$ cat config.mk
export PLATFORM = sky130hd
export DESIGN_NAME = smb_cfg_slave
export DESIGN_NICKNAME = d
export VERILOG_FILES = /design/src/rtl/smb_cfg_pkg.sv /design/src/rtl/smb_line_sampler.sv /design/src/rtl/smb_addr_strap.sv /design/src/rtl/smb_reg_bank.sv /design/src/rtl/smb_link_fsm.sv /design/src/rtl/smb_cfg_slave.sv
export SDC_FILE = /design/constraint.sdc
export NUM_CORES = 1
export LEC_CHECK = 0
export BUFFER_PORTS_ARGS = -buffer_cell sky130_fd_sc_hd__buf_2
export CAP_MARGIN = 20
export CORE_MARGIN = 4
export CORE_UTILIZATION = 55
export CTS_CLUSTER_DIAMETER = 120
export DETAILED_ROUTE_END_ITERATION = 16
export GPL_TIMING_DRIVEN = 0
export HOLD_SLACK_MARGIN = 0.06
export PLACE_DENSITY_LB_ADDON = 0.2
export SYNTH_ARGS = -nofsm -noshare
export SYNTH_HDL_FRONTEND = slang
export SYNTH_SLANG_ARGS = --single-unit
$ cat constraint.sdc
create_clock -name clk -period 2.56 [get_ports clk]
set_input_delay 0.128 -clock clk [delete_from_list [all_inputs] [get_ports clk]]
set_output_delay 0.128 -clock clk [all_outputs]
set_load 0.05 [all_outputs]
$ cat src/rtl/smb_cfg_pkg.sv
package smb_cfg_pkg;

  localparam int BYTE_W  = 8;
  localparam int ADDR_W  = 7;
  localparam int IDX_W   = 8;
  localparam int CNT_W   = 5;
  localparam int NUM_REG = 8;

  localparam logic [ADDR_W-1:0] ADDR_LOW  = 7'h6B;
  localparam logic [ADDR_W-1:0] ADDR_MID  = 7'h6C;
  localparam logic [ADDR_W-1:0] ADDR_HIGH = 7'h6D;

  localparam logic [BYTE_W-1:0] ID_VENDOR = 8'h01;
  localparam logic [BYTE_W-1:0] ID_DEVICE = 8'hC9;
  localparam logic [BYTE_W-1:0] FILL_BYTE = 8'hFF;
  localparam logic [CNT_W-1:0]  CNT_RST   = 5'd8;

  typedef enum logic [2:0] {
    ST_IDLE, ST_ADDR, ST_INDEX, ST_COUNT, ST_WDATA, ST_ACK, ST_TX, ST_TX_ACK
  } link_st_t;

  typedef enum logic [1:0] {
    NX_INDEX, NX_COUNT, NX_WDATA, NX_TXCNT
  } after_ack_t;

  function automatic logic [ADDR_W-1:0] strap_to_addr(input logic [1:0] code);
    case (code)
      2'b00:   return ADDR_LOW;
      2'b10:   return ADDR_HIGH;
      default: return ADDR_MID;
    endcase
  endfunction

endpackage

$ cat src/rtl/smb_line_sampler.sv
module smb_line_sampler #(
  parameter int SYNC_STAGES = 2
) (
  input  logic clk,
  input  logic rst_n,
  input  logic scl_i,
  input  logic sda_i,
  output logic scl_s,
  output logic sda_s,
  output logic scl_rise,
  output logic scl_fall,
  output logic start_det,
  output logic stop_det
);

  localparam int TOP = SYNC_STAGES - 1;

  logic [TOP:0] scl_sync_q, sda_sync_q;
  logic         scl_d_q, sda_d_q;

  always_ff @(posedge clk or negedge rst_n) begin
    if (!rst_n) begin
      scl_sync_q <= '1;
      sda_sync_q <= '1;
      scl_d_q    <= 1'b1;
      sda_d_q    <= 1'b1;
    end else begin
      scl_sync_q <= {scl_sync_q[TOP-1:0], scl_i};
      sda_sync_q <= {sda_sync_q[TOP-1:0], sda_i};
      scl_d_q    <= scl_sync_q[TOP];
      sda_d_q    <= sda_sync_q[TOP];
    end
  end

  assign scl_s     = scl_sync_q[TOP];
  assign sda_s     = sda_sync_q[TOP];
  assign scl_rise  =  scl_s & ~scl_d_q;
  assign scl_fall  = ~scl_s &  scl_d_q;
  assign start_det =  scl_s &  scl_d_q &  sda_d_q & ~sda_s;
  assign stop_det  =  scl_s &  scl_d_q & ~sda_d_q &  sda_s;

endmodule

$ cat src/rtl/smb_addr_strap.sv
module smb_addr_strap
  import smb_cfg_pkg::*;
(
  input  logic              clk,
  input  logic              rst_n,
  input  logic              pwrgd,
  input  logic [1:0]        addr_strap,
  output logic [ADDR_W-1:0] dev_addr,
  output logic              addr_valid
);

  logic [1:0]        pg_sync_q;
  logic              pg_d_q;
  logic              pg_rise;
  logic              valid_q, valid_d;
  logic [ADDR_W-1:0] addr_q, addr_d;

  assign pg_rise = pg_sync_q[1] & ~pg_d_q;

  always_comb begin
    valid_d = valid_q;
    addr_d  = addr_q;
    if (pg_rise && !valid_q) begin
      valid_d = 1'b1;
      addr_d  = strap_to_addr(addr_strap);
    end
  end

  always_ff @(posedge clk or negedge rst_n) begin
    if (!rst_n) begin
      pg_sync_q <= '0;
      pg_d_q    <= 1'b0;
      valid_q   <= 1'b0;
      addr_q    <= '0;
    end else begin
      pg_sync_q <= {pg_sync_q[0], pwrgd};
      pg_d_q    <= pg_sync_q[1];
      valid_q   <= valid_d;
      addr_q    <= addr_d;
    end
  end

  assign dev_addr   = addr_q;
  assign addr_valid = valid_q;

  AST_STRAP_HOLD: assert property (@(posedge clk) disable iff (!rst_n)
    valid_q |=> (valid_q && $stable(addr_q)));

endmodule

$ cat src/rtl/smb_reg_bank.sv
module smb_reg_bank
  import smb_cfg_pkg::*;
(
  input  logic              clk,
  input  logic              rst_n,
  input  logic              wr_en,
  input  logic [IDX_W-1:0]  wr_idx,
  input  logic [BYTE_W-1:0] wr_data,
  input  logic [IDX_W-1:0]  rd_idx,
  output logic [BYTE_W-1:0] rd_data,
  output logic [CNT_W-1:0]  rd_count,
  output logic [8:0]        lane_en,
  output logic [1:0]        amp_sel,
  output logic [8:0]        slew_fast
);

  logic [7:0]       en_q, en_d, slew_q, slew_d;
  logic             en8_q, en8_d, slew8_q, slew8_d;
  logic [1:0]       amp_q, amp_d;
  logic [CNT_W-1:0] cnt_q, cnt_d;

  always_comb begin
    en_d    = en_q;
    en8_d   = en8_q;
    amp_d   = amp_q;
    slew_d  = slew_q;
    slew8_d = slew8_q;
    cnt_d   = cnt_q;
    if (wr_en) begin
      case (wr_idx)
        8'd0: en_d = wr_data;
        8'd1: begin
          en8_d = wr_data[5];
          amp_d = wr_data[1:0];
        end
        8'd2: slew_d  = wr_data;
        8'd3: slew8_d = wr_data[0];
        8'd7: cnt_d   = wr_data[CNT_W-1:0];
        default: ;
      endcase
    end
  end

  always_ff @(posedge clk or negedge rst_n) begin
    if (!rst_n) begin
      en_q    <= 8'hFF;
      en8_q   <= 1'b1;
      amp_q   <= 2'b10;
      slew_q  <= 8'hFF;
      slew8_q <= 1'b1;
      cnt_q   <= CNT_RST;
    end else begin
      en_q    <= en_d;
      en8_q   <= en8_d;
      amp_q   <= amp_d;
      slew_q  <= slew_d;
      slew8_q <= slew8_d;
      cnt_q   <= cnt_d;
    end
  end

  always_comb begin
    case (rd_idx)
      8'd0:    rd_data = en_q;
      8'd1:    rd_data = {2'b00, en8_q, 3'b000, amp_q};
      8'd2:    rd_data = slew_q;
      8'd3:    rd_data = {7'd0, slew8_q};
      8'd5:    rd_data = ID_VENDOR;
      8'd6:    rd_data = ID_DEVICE;
      8'd7:    rd_data = {{(BYTE_W-CNT_W){1'b0}}, cnt_q};
      default: rd_data = FILL_BYTE;
    endcase
  end

  assign rd_count  = cnt_q;
  assign lane_en   = {en8_q, en_q};
  assign amp_sel   = amp_q;
  assign slew_fast = {slew8_q, slew_q};

  AST_WR_GATED: assert property (@(posedge clk) disable iff (!rst_n)
    !wr_en |=> $stable({en_q, en8_q, amp_q, slew_q, slew8_q, cnt_q}));

  AST_RO_DISCARD: assert property (@(posedge clk) disable iff (!rst_n)
    (wr_en && (wr_idx > 8'd7 || wr_idx == 8'd4 || wr_idx == 8'd5 || wr_idx == 8'd6))
    |=> $stable({en_q, en8_q, amp_q, slew_q, slew8_q, cnt_q}));

endmodule

$ cat src/rtl/smb_link_fsm.sv
module smb_link_fsm
  import smb_cfg_pkg::*;
(
  input  logic              clk,
  input  logic              rst_n,
  input  logic              bus_en,
  input  logic [ADDR_W-1:0] dev_addr,
  input  logic              scl_s,
  input  logic              sda_s,
  input  logic              scl_rise,
  input  logic              scl_fall,
  input  logic              start_det,
  input  logic              stop_det,
  input  logic [BYTE_W-1:0] rd_data,
  input  logic [CNT_W-1:0]  rd_count,
  output logic              sda_oe,
  output logic              wr_en,
  output logic [IDX_W-1:0]  wr_idx,
  output logic [BYTE_W-1:0] wr_data,
  output logic [IDX_W-1:0]  rd_idx
);

  link_st_t          st_q, st_d;
  after_ack_t        nx_q, nx_d;
  logic [BYTE_W-1:0] sh_q, sh_d;
  logic [3:0]        bit_q, bit_d;
  logic [IDX_W-1:0]  idx_q, idx_d;
  logic [BYTE_W-1:0] left_q, left_d;
  logic              idxv_q, idxv_d;
  logic              hack_q, hack_d;
  logic              oe_q, oe_d;
  logic              addr_hit;

  assign addr_hit = (sh_q[7:1] == dev_addr) && (!sh_q[0] || idxv_q);

  always_comb begin
    st_d   = st_q;
    nx_d   = nx_q;
    sh_d   = sh_q;
    bit_d  = bit_q;
    idx_d  = idx_q;
    left_d = left_q;
    idxv_d = idxv_q;
    hack_d = hack_q;
    oe_d   = oe_q;
    wr_en  = 1'b0;
    if (!bus_en) begin
      st_d   = ST_IDLE;
      oe_d   = 1'b0;
      idxv_d = 1'b0;
    end else if (start_det) begin
      st_d  = ST_ADDR;
      bit_d = 4'd0;
      oe_d  = 1'b0;
    end else if (stop_det) begin
      st_d   = ST_IDLE;
      oe_d   = 1'b0;
      idxv_d = 1'b0;
    end else begin
      case (st_q)
        ST_ADDR, ST_INDEX, ST_COUNT, ST_WDATA: begin
          if (scl_rise && bit_q != 4'd8) begin
            sh_d  = {sh_q[6:0], sda_s};
            bit_d = bit_q + 4'd1;
          end else if (scl_fall && bit_q == 4'd8) begin
            st_d = ST_ACK;
            oe_d = 1'b1;
            case (st_q)
              ST_ADDR: begin
                nx_d = sh_q[0] ? NX_TXCNT : NX_INDEX;
                if (!addr_hit) begin
                  st_d = ST_IDLE;
                  oe_d = 1'b0;
                end
              end
              ST_INDEX: begin
                idx_d  = sh_q;
                idxv_d = 1'b1;
                nx_d   = NX_COUNT;
              end
              ST_COUNT: begin
                left_d = sh_q;
                nx_d   = NX_WDATA;
              end
              default: begin
                nx_d = NX_WDATA;
                if (left_q != '0) begin
                  wr_en  = 1'b1;
                  idx_d  = idx_q + 1'b1;
                  left_d = left_q - 1'b1;
                end else begin
                  st_d = ST_IDLE;
                  oe_d = 1'b0;
                end
              end
            endcase
          end
        end
        ST_ACK: begin
          if (scl_fall) begin
            oe_d  = 1'b0;
            bit_d = 4'd0;
            case (nx_q)
              NX_INDEX: st_d = ST_INDEX;
              NX_COUNT: st_d = ST_COUNT;
              NX_WDATA: st_d = ST_WDATA;
              default: begin
                st_d = ST_TX;
                sh_d = {{(BYTE_W-CNT_W){1'b0}}, rd_count};
                oe_d = ~sh_d[7];
              end
            endcase
          end
        end
        ST_TX: begin
          if (scl_rise) begin
            bit_d = bit_q + 4'd1;
          end else if (scl_fall) begin
            if (bit_q == 4'd8) begin
              oe_d = 1'b0;
              st_d = ST_TX_ACK;
            end else begin
              sh_d = {sh_q[6:0], 1'b0};
              oe_d = ~sh_q[6];
            end
          end
        end
        ST_TX_ACK: begin
          if (scl_rise) begin
            hack_d = ~sda_s;
          end else if (scl_fall) begin
            if (hack_q) begin
              st_d  = ST_TX;
              sh_d  = rd_data;
              oe_d  = ~rd_data[7];
              bit_d = 4'd0;
              idx_d = idx_q + 1'b1;
            end else begin
              st_d = ST_IDLE;
            end
          end
        end
        default: ;
      endcase
    end
  end

  always_ff @(posedge clk or negedge rst_n) begin
    if (!rst_n) begin
      st_q   <= ST_IDLE;
      nx_q   <= NX_INDEX;
      sh_q   <= '0;
      bit_q  <= '0;
      idx_q  <= '0;
      left_q <= '0;
      idxv_q <= 1'b0;
      hack_q <= 1'b0;
      oe_q   <= 1'b0;
    end else begin
      st_q   <= st_d;
      nx_q   <= nx_d;
      sh_q   <= sh_d;
      bit_q  <= bit_d;
      idx_q  <= idx_d;
      left_q <= left_d;
      idxv_q <= idxv_d;
      hack_q <= hack_d;
      oe_q   <= oe_d;
    end
  end

  assign sda_oe  = oe_q;
  assign wr_idx  = idx_q;
  assign wr_data = sh_q;
  assign rd_idx  = idx_q;

  AST_IDLE_NO_CLK: assert property (@(posedge clk) disable iff (!rst_n)
    !bus_en |=> !oe_q);

  AST_STOP_RELEASE: assert property (@(posedge clk) disable iff (!rst_n)
    (bus_en && stop_det) |=> !oe_q);

  AST_DRIVE_SCL_LOW: assert property (@(posedge clk) disable iff (!rst_n)
    $rose(oe_q) |-> !scl_s);

endmodule

$ cat src/rtl/smb_cfg_slave.sv
module smb_cfg_slave
  import smb_cfg_pkg::*;
#(
  parameter int SYNC_STAGES = 2
) (
  input  logic       clk,
  input  logic       rst_n,
  input  logic       clk_present,
  input  logic       pwrgd,
  input  logic [1:0] addr_strap,
  input  logic       scl_i,
  input  logic       sda_i,
  output logic       sda_oe,
  output logic [8:0] lane_en,
  output logic [1:0] amp_sel,
  output logic [8:0] slew_fast
);

  logic              scl_s, sda_s, scl_rise, scl_fall, start_det, stop_det;
  logic [ADDR_W-1:0] dev_addr;
  logic              addr_valid;
  logic              wr_en;
  logic [IDX_W-1:0]  wr_idx, rd_idx;
  logic [BYTE_W-1:0] wr_data, rd_data;
  logic [CNT_W-1:0]  rd_count;

  smb_line_sampler #(.SYNC_STAGES(SYNC_STAGES)) u_sampler (
    .clk, .rst_n, .scl_i, .sda_i, .scl_s, .sda_s,
    .scl_rise, .scl_fall, .start_det, .stop_det
  );

  smb_addr_strap u_strap (
    .clk, .rst_n, .pwrgd, .addr_strap, .dev_addr, .addr_valid
  );

  smb_link_fsm u_link (
    .clk, .rst_n,
    .bus_en(clk_present & addr_valid),
    .dev_addr, .scl_s, .sda_s, .scl_rise, .scl_fall, .start_det, .stop_det,
    .rd_data, .rd_count, .sda_oe, .wr_en, .wr_idx, .wr_data, .rd_idx
  );

  smb_reg_bank u_bank (
    .clk, .rst_n, .wr_en, .wr_idx, .wr_data, .rd_idx, .rd_data, .rd_count,
    .lane_en, .amp_sel, .slew_fast
  );

endmodule

==> key figures <==
Worst setup path
  • CP Max Fanout: 10
  • CP bufs+invs: 2
  • Arr. time, crit path: 2.78 ns
  • CP Launch Type: register
  • Crit path largest cell delay: 0.70 ns
  • Critical-path cell list: clkbuf_1, inv_1, nor2_1, o21ai_0, a32oi_1, mux2_2
  • Worst Setup End Kind: register
  • CP max-delay cell: nor2_1
  • CP delay by family, top: simple AND/OR/NAND/NOR gates
  • Setup CP Type: reg2reg
  • Critical Path RT: 2.85 ns

GRT
  • Number of global-route vias before repair: 3522
  • Largest net degree at the start of global routing: 42
  • Grt ovf: 0
  • Tot GR Track Use: 0.256
  • Initial antenna violation count: 1
  • First-pass GRT wire length: 18100 um

Routing
  • Final ANT Viol Nets: 0
  • Routed WL per cell: 18.4 um
  • Pre-antenna DRT Iters: 5
  • Post-Route WL: 10700 um
  • Drt initial violations: 267
  • Residual DRC: 0
  • Vias: 3626
  • DR vias/cell: 6.24

Synth
  • Number of synthesized register bits: 74
  • Distinct cells, synth: 70
  • Post-synth EDFFs: 0
  • Seq/Total Area, Yosys: 0.442
  • Main flop type after synthesis: dfrtp_1
  • Syn. warnings: 0
  • Mapped Area: 4260 um2
  • Post-synthesis cell count: 433
  • Syn avg cell area: 9.85 um2
  • Async SR Flop Fraction: 1.00
  • Syn_nets: 449

Die
  • Area of the die: 9230 um2
  • Ports: 29
  • Die Height: 96.1 um
  • Die width: 96.1 um
  • Starting Density: 0.576
  • Core area: 7410 um2
  • Rows: 31

Clocking
  • CTS tree: built
  • CTS Buf Count: 9
  • Clk Tree Root Cell: clkbuf_8
  • CTS Buffer Depth: 2
  • Clock H-tree levels: 3
  • Post-CTS setup buffers: 0
  • Clk_lat worst skew: 0.35 ns
  • Sink Count: 74
  • Worst-path clk slew: 0.08 ns

Timing
  • Setup total negative slack: 0 ns
  • Final Critical Period: 2.48 ns
  • RSZ-0062 raised after global routing: false
  • Skew final: 0.0115 ns
  • Achievable Freq: 0.403 GHz
  • Setup-failing EPs final: 0
  • Final Hold Vio Count: 0
  • Slew HR: 0.429
  • Slew Limit Fails: 0
  • Slew @ Worst Pin: 0.853 ns
  • Period utilization: 0.970

Run
  • Max Cap Violations: 0

Final layout
  • Diode count: 0
  • Area Growth Syn to Fin: 13.2%
  • Most frequent cells in the layout: dfrtp_1 (48), nor2_1 (32), mux2_2 (32)
  • Commonest non-fill, non-tap cell in the layout: dfrtp_1
  • Design Area, Final: 4830 um2
  • Final #Nets: 493
  • Fraction of layout cells with a size suffix above 1: 0.263

Pwr
  • Max VDD drop: 0.534 mV
  • Total power draw: 0.00327 W
  • Lkg Pwr: 2.12 nW
  • PwrDens: 677 nW/um2

Place
  • Number of port buffers: 28
  • DPL Wire Length: 7630 um
  • Placed cell area: 4550 um2
  • GP Congestion: 0.960

Min path
  • Hold Crit Class: in2reg

Outcome
  • Status: finished clean
## tightest hold or removal path: cells and delay by family
| family | cells | cell delay (ns) |
|---|---|---|
| AOI/OAI and AO/OA | 1 | 0.07 |
| buffers and inverters | 1 | 0.07 |
| and+or+nand+nor | 2 | 0.10 |
## per-stage QoR
step | setup slack, ns | instances | hold WS, ns | util
2_1_floorplan | 0.419 | 433 | -0.168 | -
3_3_place_gp | 0.108 | 560 | 0.233 | 0.611
3_5_place_dp | 0.0784 | 561 | 0.0987 | 0.614
4_1_cts | 0.0121 | 582 | 0.0664 | 0.652
5_1_grt | 0.0109 | 581 | 0.0779 | 0.652
6_report | 0.0758 | 581 | 0.0742 | 0.652
## logic make-up after synthesis
family / synth area share
flip-flops: 0.442
XOR/XNOR: 0.00822
multiplexers: 0.0892
buffers and inverters: 0.0411
AO/OA/AOI/OAI: 0.205
AND/OR/NAND/NOR: 0.192
adder cells (fa/ha/maj): 0.0235
## routing by layer
layer | global-route usage | wire length [um] | vias up
li1 | - | - | 1703
met1 | 0.356 | 4720 | 1758
met2 | 0.375 | 4900 | 137
met3 | 0.0719 | 812 | 26
met4 | 0.104 | 250 | 2
met5 | 0 | 14 | -
## final cells by class
type	instances	area (um2)
Fill cell	605	2580
Multi-Input combinational cell	317	2210
Sequential cell	74	1880
Clock buffer	14	215
Timing Repair Buffer	34	213
Tap cell	99	124
Buffer	27	120
Inverter	14	52.6
Clock inverter	2	11.3
## flip-flops by register name, summed over array words and instances (netlist names), 3 cells and up
name,count
u_link.left_q,8
u_link.wr_data,8
u_link.st_q,3
u_bank.en_q,8
u_link.rd_idx,8
u_strap.dev_addr,4
u_bank.slew_q,8
u_bank.rd_count,5
u_link.bit_q,4
## where the power goes
part	switching, W	total, W	internal [W]	leakage [nW]
Sequential	0.000140	0.00144	0.00130	0.875
Combinational	0.000521	0.000837	0.000317	1.13
Clock	0.000443	0.000993	0.000550	0.119
Total	0.00110	0.00327	0.00216	2.12
## timing repair
action / in CTS / in global routing
hold buffers: 5 / 0
endpoints found under the setup margin: 0 / 5
endpoints found under the hold margin: 37 / 0
resized for setup: 0 / 2
## cells in the mapped netlist (2+ instances only)
master | instances | area (um2)
a222oi_1 | 3 | 30.0
o21ai_0 | 24 | 120
nand3_1 | 17 | 85.1
o32ai_1 | 2 | 17.5
o31ai_1 | 3 | 22.5
o22ai_1 | 9 | 56.3
mux2i_1 | 2 | 20.0
nor4_1 | 2 | 12.5
a211oi_1 | 2 | 15.0
o21a_1 | 2 | 15.0
a31oi_1 | 5 | 31.3
inv_1 | 14 | 52.6
xor2_1 | 4 | 35.0
mux2_2 | 32 | 360
a21oi_1 | 27 | 135
or4_1 | 3 | 22.5
clkbuf_1 | 19 | 71.3
dfstp_2 | 26 | 683
a22o_1 | 2 | 17.5
nand2_1 | 28 | 105
nand4_1 | 9 | 56.3
and3_1 | 4 | 25.0
a22oi_1 | 7 | 52.6
and4b_1 | 2 | 20.0
o22a_1 | 3 | 26.3
buf_4 | 3 | 22.5
or3_1 | 3 | 18.8
buf_2 | 4 | 20.0
ha_1 | 8 | 100
nor2_1 | 32 | 120
nor2b_1 | 9 | 56.3
o211ai_1 | 10 | 75.1
nand4b_1 | 3 | 26.3
a311o_1 | 3 | 30.0
nor3_1 | 11 | 55.1
dfrtp_1 | 48 | 1200
a2bb2oi_1 | 4 | 35.0
o21bai_1 | 3 | 22.5
and2_1 | 3 | 18.8
nand2b_1 | 6 | 37.5
or3b_2 | 2 | 17.5
a21o_1 | 2 | 15.0
## worst paths after layout
path	start	to	slack, ns	depth (start not counted)
setup / recovery	u_link.st_q[0]$_DFFE_PN0P_	u_link.wr_data[0]$_DFFE_PN0P_	0.08	6
hold / removal	addr_strap[1]	u_strap.dev_addr[1]$_DFFE_PN0P_	0.07	4
setup reg to reg	u_link.st_q[0]$_DFFE_PN0P_	u_link.wr_data[0]$_DFFE_PN0P_	0.08	6
hold reg to reg	u_strap.pg_sync_q[0]$_DFF_PN0_	u_strap.pg_sync_q[1]$_DFF_PN0_	0.35	0
max in group asynchronous	rst_n	u_sampler.sda_sync_q[0]$_DFF_PN1_	1.66	3
min in group asynchronous	rst_n	u_link.rd_idx[3]$_DFFE_PN0P_	0.26	2
Note: power is estimated with default switching activity, not from simulation.
